<file path="config.mk">
export PLATFORM = sky130hd
export DESIGN_NAME = spi_paged_regfile
export DESIGN_NICKNAME = d
export VERILOG_FILES = /design/src/rtl/spi_regfile_pkg.sv /design/src/rtl/spi_pin_sync.sv /design/src/rtl/spi_word_shifter.sv /design/src/rtl/spi_cmd_ctrl.sv /design/src/rtl/spi_reg_bank.sv /design/src/rtl/spi_paged_regfile.sv
export SDC_FILE = /design/constraint.sdc
export NUM_CORES = 1
export LEC_CHECK = 0
export BUFFER_PORTS_ARGS = -buffer_cell sky130_fd_sc_hd__buf_2
export CELL_PAD_IN_SITES_DETAIL_PLACEMENT = 1
export CELL_PAD_IN_SITES_GLOBAL_PLACEMENT = 2
export CORE_MARGIN = 5
export CORE_UTILIZATION = 40
export DETAILED_ROUTE_END_ITERATION = 8
export PLACE_DENSITY = 0.75
export RECOVER_POWER = 50
export SLEW_MARGIN = 20
export SYNTH_ARGS = -nofsm -noshare
export SYNTH_HDL_FRONTEND = slang
export SYNTH_HIERARCHICAL = 1
export SYNTH_SLANG_ARGS = --single-unit
</file>
<file path="constraint.sdc">
create_clock -name clk -period 7.7 [get_ports clk]
set_clock_uncertainty 0.15 [all_clocks]
set_input_delay 0.385 -clock clk [delete_from_list [all_inputs] [get_ports clk]]
set_output_delay 0.385 -clock clk [all_outputs]
set_load 0.02 [all_outputs]
</file>
<file path="src/rtl/spi_regfile_pkg.sv">
package spi_regfile_pkg;
   localparam int WORD_W = 16;
   localparam int PAGE_W = 4;
   localparam int ADDR_W = 6;
   localparam int RSV_W  = 5;
   localparam int CMD_W  = 1 + PAGE_W + ADDR_W;

   typedef enum logic {PH_CMD = 1'b0, PH_DATA = 1'b1} phase_e;

   // Upper part of a command word; the reserved tail is not carried.
   typedef struct packed {
      logic              rd;
      logic [PAGE_W-1:0] page;
      logic [ADDR_W-1:0] addr;
   } cmd_t;
endpackage

</file>
<file path="src/rtl/spi_pin_sync.sv">
module spi_pin_sync #(
   parameter int STAGES = 2
) (
   input  logic clk,
   input  logic rst_n,
   input  logic sclk_i,
   input  logic cs_n_i,
   input  logic mosi_i,
   output logic sclk_rise,
   output logic sclk_fall,
   output logic cs_active,
   output logic mosi_s
);
   localparam int TOP = STAGES - 1;

   generate
      if (STAGES < 2) begin : g_bad_stages
         $error("spi_pin_sync: STAGES must be at least 2");
      end
   endgenerate

   logic [TOP:0] sclk_q, cs_q, mosi_q;
   logic         sclk_d;

   always_ff @(posedge clk or negedge rst_n) begin
      if (!rst_n) begin
         sclk_q <= '0;
         cs_q   <= '1;
         mosi_q <= '0;
         sclk_d <= 1'b0;
      end else begin
         sclk_q <= {sclk_q[TOP-1:0], sclk_i};
         cs_q   <= {cs_q[TOP-1:0], cs_n_i};
         mosi_q <= {mosi_q[TOP-1:0], mosi_i};
         sclk_d <= sclk_q[TOP];
      end
   end

   assign sclk_rise = sclk_q[TOP] & ~sclk_d;
   assign sclk_fall = ~sclk_q[TOP] & sclk_d;
   assign cs_active = ~cs_q[TOP];
   assign mosi_s    = mosi_q[TOP];
endmodule

</file>
<file path="src/rtl/spi_word_shifter.sv">
module spi_word_shifter
   import spi_regfile_pkg::*;
(
   input  logic              clk,
   input  logic              rst_n,
   input  logic              cs_active,
   input  logic              sclk_rise,
   input  logic              sclk_fall,
   input  logic              mosi_s,
   input  logic [WORD_W-1:0] tx_word,
   output logic              miso,
   output logic              word_done,
   output logic [WORD_W-1:0] rx_word
);
   localparam int CNT_W = $clog2(WORD_W);
   localparam logic [CNT_W-1:0] LAST = CNT_W'(WORD_W - 1);

   logic [CNT_W-1:0]  bit_cnt;
   logic [WORD_W-1:0] tx_sh;

   always_ff @(posedge clk or negedge rst_n) begin
      if (!rst_n) begin
         bit_cnt   <= '0;
         tx_sh     <= '0;
         rx_word   <= '0;
         miso      <= 1'b0;
         word_done <= 1'b0;
      end else if (!cs_active) begin
         bit_cnt   <= '0;
         miso      <= 1'b0;
         word_done <= 1'b0;
      end else begin
         word_done <= 1'b0;
         if (sclk_rise) begin
            if (bit_cnt == '0) begin
               miso  <= tx_word[WORD_W-1];
               tx_sh <= {tx_word[WORD_W-2:0], 1'b0};
            end else begin
               miso  <= tx_sh[WORD_W-1];
               tx_sh <= {tx_sh[WORD_W-2:0], 1'b0};
            end
         end
         if (sclk_fall) begin
            rx_word <= {rx_word[WORD_W-2:0], mosi_s};
            if (bit_cnt == LAST) begin
               bit_cnt   <= '0;
               word_done <= 1'b1;
            end else begin
               bit_cnt <= bit_cnt + 1'b1;
            end
         end
      end
   end
endmodule

</file>
<file path="src/rtl/spi_cmd_ctrl.sv">
module spi_cmd_ctrl
   import spi_regfile_pkg::*;
(
   input  logic              clk,
   input  logic              rst_n,
   input  logic              cs_active,
   input  logic              word_done,
   input  cmd_t              cmd_in,
   output phase_e            phase,
   output logic              rd_mode,
   output logic [PAGE_W-1:0] cur_page,
   output logic [ADDR_W-1:0] cur_addr,
   output logic              wr_en
);
   always_ff @(posedge clk or negedge rst_n) begin
      if (!rst_n) begin
         phase    <= PH_CMD;
         rd_mode  <= 1'b0;
         cur_page <= '0;
         cur_addr <= '0;
      end else if (!cs_active) begin
         phase   <= PH_CMD;
         rd_mode <= 1'b0;
      end else if (word_done) begin
         if (phase == PH_CMD) begin
            phase    <= PH_DATA;
            rd_mode  <= cmd_in.rd;
            cur_page <= cmd_in.page;
            cur_addr <= cmd_in.addr;
         end else begin
            cur_addr <= cur_addr + 1'b1;
         end
      end
   end

   assign wr_en = cs_active && word_done && (phase == PH_DATA) && !rd_mode;
endmodule

</file>
<file path="src/rtl/spi_reg_bank.sv">
module spi_reg_bank
   import spi_regfile_pkg::*;
#(
   parameter int NUM_PAGES     = 2,
   parameter int REGS_PER_PAGE = 8
) (
   input  logic              clk,
   input  logic              rst_n,
   input  logic              wr_en,
   input  logic [PAGE_W-1:0] wr_page,
   input  logic [ADDR_W-1:0] wr_addr,
   input  logic [WORD_W-1:0] wr_data,
   input  logic [PAGE_W-1:0] rd_page,
   input  logic [ADDR_W-1:0] rd_addr,
   output logic [WORD_W-1:0] rd_data,
   input  logic [PAGE_W-1:0] par_page,
   input  logic [ADDR_W-1:0] par_addr,
   output logic [WORD_W-1:0] par_rdata
);
   localparam int TOTAL = NUM_PAGES * REGS_PER_PAGE;
   localparam int IDX_W = (TOTAL > 1) ? $clog2(TOTAL) : 1;

   generate
      if (NUM_PAGES < 1 || NUM_PAGES > (1 << PAGE_W)) begin : g_bad_pages
         $error("spi_reg_bank: NUM_PAGES out of range");
      end
      if (REGS_PER_PAGE < 1 || REGS_PER_PAGE > (1 << ADDR_W)) begin : g_bad_regs
         $error("spi_reg_bank: REGS_PER_PAGE out of range");
      end
   endgenerate

   logic [WORD_W-1:0] regs [TOTAL];
   logic              w_hit;
   logic [IDX_W-1:0]  w_idx;

   function automatic logic [WORD_W-1:0] fetch(input logic [PAGE_W-1:0] pg,
                                               input logic [ADDR_W-1:0] ad);
      logic [WORD_W-1:0] v;
      v = '0;
      for (int p = 0; p < NUM_PAGES; p++)
         for (int r = 0; r < REGS_PER_PAGE; r++)
            if (pg == PAGE_W'(p) && ad == ADDR_W'(r))
               v = regs[p*REGS_PER_PAGE + r];
      return v;
   endfunction

   always_comb begin
      w_hit = 1'b0;
      w_idx = '0;
      for (int p = 0; p < NUM_PAGES; p++)
         for (int r = 0; r < REGS_PER_PAGE; r++)
            if (wr_page == PAGE_W'(p) && wr_addr == ADDR_W'(r)) begin
               w_hit = 1'b1;
               w_idx = IDX_W'(p*REGS_PER_PAGE + r);
            end
   end

   always_ff @(posedge clk or negedge rst_n) begin
      if (!rst_n) begin
         for (int i = 0; i < TOTAL; i++) regs[i] <= '0;
      end else if (wr_en && w_hit) begin
         regs[w_idx] <= wr_data;
      end
   end

   assign rd_data   = fetch(rd_page, rd_addr);
   assign par_rdata = fetch(par_page, par_addr);
endmodule

</file>
<file path="src/rtl/spi_paged_regfile.sv">
module spi_paged_regfile
   import spi_regfile_pkg::*;
#(
   parameter int NUM_PAGES     = 2,
   parameter int REGS_PER_PAGE = 8,
   parameter int SYNC_STAGES   = 2
) (
   input  logic        clk,
   input  logic        rst_n,
   input  logic        spi_sclk,
   input  logic        spi_cs_n,
   input  logic        spi_mosi,
   output logic        spi_miso,
   input  logic [3:0]  par_page,
   input  logic [5:0]  par_addr,
   output logic [15:0] par_rdata
);
   generate
      if (WORD_W != CMD_W + RSV_W) begin : g_bad_layout
         $error("spi_paged_regfile: command layout does not fill a word");
      end
   endgenerate

   logic              sclk_rise, sclk_fall, cs_active, mosi_s;
   logic              word_done, wr_en, rd_mode, cmd_phase;
   logic [WORD_W-1:0] rx_word, tx_word, rd_data;
   logic [PAGE_W-1:0] cur_page;
   logic [ADDR_W-1:0] cur_addr;
   phase_e            phase;
   cmd_t              cmd_in;

   spi_pin_sync #(.STAGES(SYNC_STAGES)) u_sync (
      .clk(clk), .rst_n(rst_n),
      .sclk_i(spi_sclk), .cs_n_i(spi_cs_n), .mosi_i(spi_mosi),
      .sclk_rise(sclk_rise), .sclk_fall(sclk_fall),
      .cs_active(cs_active), .mosi_s(mosi_s)
   );

   spi_word_shifter u_shift (
      .clk(clk), .rst_n(rst_n), .cs_active(cs_active),
      .sclk_rise(sclk_rise), .sclk_fall(sclk_fall), .mosi_s(mosi_s),
      .tx_word(tx_word), .miso(spi_miso),
      .word_done(word_done), .rx_word(rx_word)
   );

   assign cmd_in = cmd_t'(rx_word[WORD_W-1:RSV_W]);

   spi_cmd_ctrl u_ctrl (
      .clk(clk), .rst_n(rst_n), .cs_active(cs_active),
      .word_done(word_done), .cmd_in(cmd_in),
      .phase(phase), .rd_mode(rd_mode),
      .cur_page(cur_page), .cur_addr(cur_addr), .wr_en(wr_en)
   );

   spi_reg_bank #(.NUM_PAGES(NUM_PAGES), .REGS_PER_PAGE(REGS_PER_PAGE)) u_bank (
      .clk(clk), .rst_n(rst_n),
      .wr_en(wr_en), .wr_page(cur_page), .wr_addr(cur_addr), .wr_data(rx_word),
      .rd_page(cur_page), .rd_addr(cur_addr), .rd_data(rd_data),
      .par_page(par_page), .par_addr(par_addr), .par_rdata(par_rdata)
   );

   assign cmd_phase = (phase == PH_CMD);
   assign tx_word   = (!cmd_phase && rd_mode) ? rd_data : '0;
endmodule

</file>
==> flow_summary_export.csv <==
group,metric,value,unit
yosys,yosys.cell_types.count,87,
detailed_routing,routed_wl_per_cell,32.4,microns
clock_network,cts-resized-gates,0,
yosys,yosys-top-cells-count,"dfrtp_1 (310), mux2_2 (253), nand2_1 (113)",
place,placement.io_buffers,31,
yosys,area_contributors_post_synth,"dfrtp_1 (44%), mux2_2 (16%), a21oi_1 (2.8%)",
sta,post-route-worst-setup-slack,2570,ps
sta,tightestPinTransition,4860,ps
power_and_ir_drop,cellLeakagePower,8.69,nW
clock_network,cts_max_level,2,
critical_path,cpLargestDelayFamily,"buffers and inverters",
yosys,mappedNetlistArea,17700,sq um
global_routing,gr-usage-met2,0.466,
detailed_routing,first_pass_iters,6,
sta,max_clock_freq,195,MHz
sta,finalWorstPathRequiredPeriod,5130,ps
floorplanning,die_area,48400,sq um
yosys,yosysWarningCount,6,
critical_path,timing.critical_path.slowest_stage_cell,"clkbuf_1",
yosys,synth.ff_latch_count,312,
clock_network,cts.root.buffer_cell,"clkbuf_16",
floorplanning,chipHeight,220,microns
floorplanning,dieWidth,220,microns
power_and_ir_drop,power.density_cell_area,200,nW/um^2
outcome,status,"finished, violations left",
yosys,post-synth-top-area-cell,"dfrtp_1",
clock_network,cts_tree,"yes",
detailed_routing,post_drt_via_cell_ratio,6.69,
hold_path,hold_path_class,"reg2reg",
global_routing,gr-usage-met3,0.0609,
global_routing,grt_usage,0.306,
outcome,violations,"max-capacitance violations, max-slew violations",
critical_path,worstPathCellList,"dlygate4sd3_1, clkbuf_1, buf_4",
yosys,mappedNetlistNets,1711,
sta,timing.final.max_slew_violations,85,
floorplanning,initial_utilization,0.402,
floorplanning,std_cell_rows,77,
critical_path,worst-endpoint-arrival,5520,ps
yosys,synth_edf_count,0,
detailed_routing,num_vias,15400,
place,gpl.final_weighted_congestion,0.992,
critical_path,worstPathBufferInverterCount,3,
place,hpwl,51100,microns
yosys,netlist_instances,1693,
global_routing,grt_pass1_vias,15700,
final_layout,post_route_cells_drive_above_1_share,0.259,
global_routing,grt-busiest-layer,"met2",
sta,rsz_0062_raised_after_global_routing,"no",
critical_path,timing_worst_setup_path_type,"in2async",
global_routing,grt-ovfl-total,0,
floorplanning,pin_count,32,
job,cap_violations,1,
global_routing,grt_start_max_net_pins,164,
critical_path,timing.critical_path.fanout_max,85,
yosys,synthMostInstantiatedCell,"dfrtp_1",
detailed_routing,ant_nets,0,
sta,finalSetupTns,0,ps
place,dpl_worst_slack,3160,ps
floorplanning,core_region_area,43900,sq um
global_routing,gr-usage-met1,0.429,
clock_network,clock_sinks,312,
critical_path,crit_required,8080,ps
clock_network,clk_lat_worst_skew,570,ps
final_layout,design.final.nets,1701,
clock_network,tritoncts.num_buffers,39,
critical_path,critPathCaptureType,"asynchronous set/reset pin",
sta,relSlewSlack,-2.24,
clock_network,cts_buffer_depth,3,
critical_path,critical_path.startpoint_type,"input pin",
yosys,synth_area_per_cell,10.4,sq um
sta,report.final.setup_viol,0,
final_layout,area_growth_syn_to_layout,12.1,%
yosys,synth-main-ff-cell,"dfrtp_1",
detailed_routing,drc_errors,0,
clock_network,cts_setup_buffers,0,
yosys,asyncSetResetFlopFracSynth,1.00,
yosys,synth_sequential_area_ratio,0.442,
sta,period_share,0.666,
yosys,synth_top_area_share,0.439,
detailed_routing,drt_iter0_drc,1736,
critical_path,critical_path.max_stage_delay,3380,ps
sta,hold_viol_final,0,
global_routing,global_route_wire_length_before_repair,110000,microns
detailed_routing,postRouteWirelength,74800,microns
global_routing,grt_antenna_before_repair,5,
power_and_ir_drop,irDropWorstVdd,0.224,mV
power_and_ir_drop,power.total,3.96,mW
clock_network,cts.reportedPaths.clkPinSlew,60,ps
cells in the final DEF, fill, tap and decap left out, drive strengths merged, types with 25 or more instances in the layout:
cell    synthesis  routed
and3           26      26
clkbuf         81      62
buf            49      72
o221ai         25      25
nor3           30      30
o22ai          33      33
nor2          104     104
nand3          51      51
nand2         115     115
mux2i          35      35
a21oi         100     100
dfrtp         310     310
a22oi          38      38
mux2          291     291
o21ai          89      89
where the power goes:
part           total [mW]  internal (mW)  switching [mW]
Sequential           1.83           1.67           0.161
Combinational       0.173         0.0525           0.121
Clock                1.95           1.19           0.759
routing by layer:
layer,wire length (microns),vias to the layer above
met4,3820,0
met5,0,-
met3,6270,199
met1,31600,8064
met2,33100,793
li1,-,6378
state kept, by name (all words and copies together) (netlist names):
name and count:
u_sync/sclk_q 2, u_ctrl/phase 1, u_ctrl/cur_page 4, u_shift/miso 1, u_shift/tx_sh 15, u_shift/word_done 1
u_ctrl/rd_mode 1, u_ctrl/cur_addr 6, u_shift/rx_word 16, u_shift/bit_cnt 4, u_sync/mosi_q 2, u_bank/regs 256
u_sync/cs_q 2, u_sync/sclk_d 1
cell families (layout without fill, tap and decap cells):
group,count (synthesis),count (layout),share of synthesized area
muxes,336,336,0.218
AOI/OAI and AO/OA,442,442,0.167
DFF,312,312,0.442
other,0,2,0
and+or+nand+nor,445,445,0.133
adders and majority gates,3,3,0.00213
buffers and inverters,153,172,0.0369
xor gates and xnor gates,2,2,0.000993
layout make-up:
cell class | count | area (sq um)
Antenna cell | 2 | 5.00
Clock buffer | 59 | 1220
Clock inverter | 11 | 135
Fill cell | 4821 | 24100
Inverter | 23 | 86.3
Multi-Input combinational cell | 1228 | 9250
Sequential cell | 312 | 7810
Tap cell | 592 | 741
Timing Repair Buffer | 79 | 534
per-stage QoR:
| step | hold slack, ps | instances | util | area, sq um |
|---|---|---|---|---|
| final | 200 | 2306 | 0.450 | 19800 |
| after detailed placement | 192 | 2230 | 0.419 | 18400 |
| after global routing | 209 | 2304 | 0.450 | 19800 |
| after floorplan | -60.6 | 1693 | - | 17700 |
| after global placement | 183 | 2230 | 0.419 | 18400 |
| after CTS | 204 | 2304 | 0.451 | 19800 |
final timing paths:
kind                                             endpoint  cells past startpoint  slack (ps)                           start
hold / removal                 u_sync/mosi_q[1]$_DFF_PN0_                      0         200      u_sync/mosi_q[0]$_DFF_PN0_
max in group clk             u_shift/tx_sh[6]$_DFFE_PN0P_                     11        2850  u_ctrl/cur_addr[1]$_DFFE_PN0P_
setup / recovery           u_ctrl/cur_addr[0]$_DFFE_PN0P_                      3        2570                           rst_n
min in group asynchronous    u_bank/regs[243]$_DFFE_PN0P_                      2        2000                           rst_n
hold reg to reg                u_sync/mosi_q[1]$_DFF_PN0_                      0         200      u_sync/mosi_q[0]$_DFF_PN0_
setup reg to reg             u_shift/tx_sh[6]$_DFFE_PN0P_                     11        2850  u_ctrl/cur_addr[1]$_DFFE_PN0P_
timing repair:
action,CTS,global route
endpoints found under the setup margin,0,0
hold buffers,4,0
endpoints found under the hold margin,86,0
No activity file was read; power rests on OpenSTA's default activity.
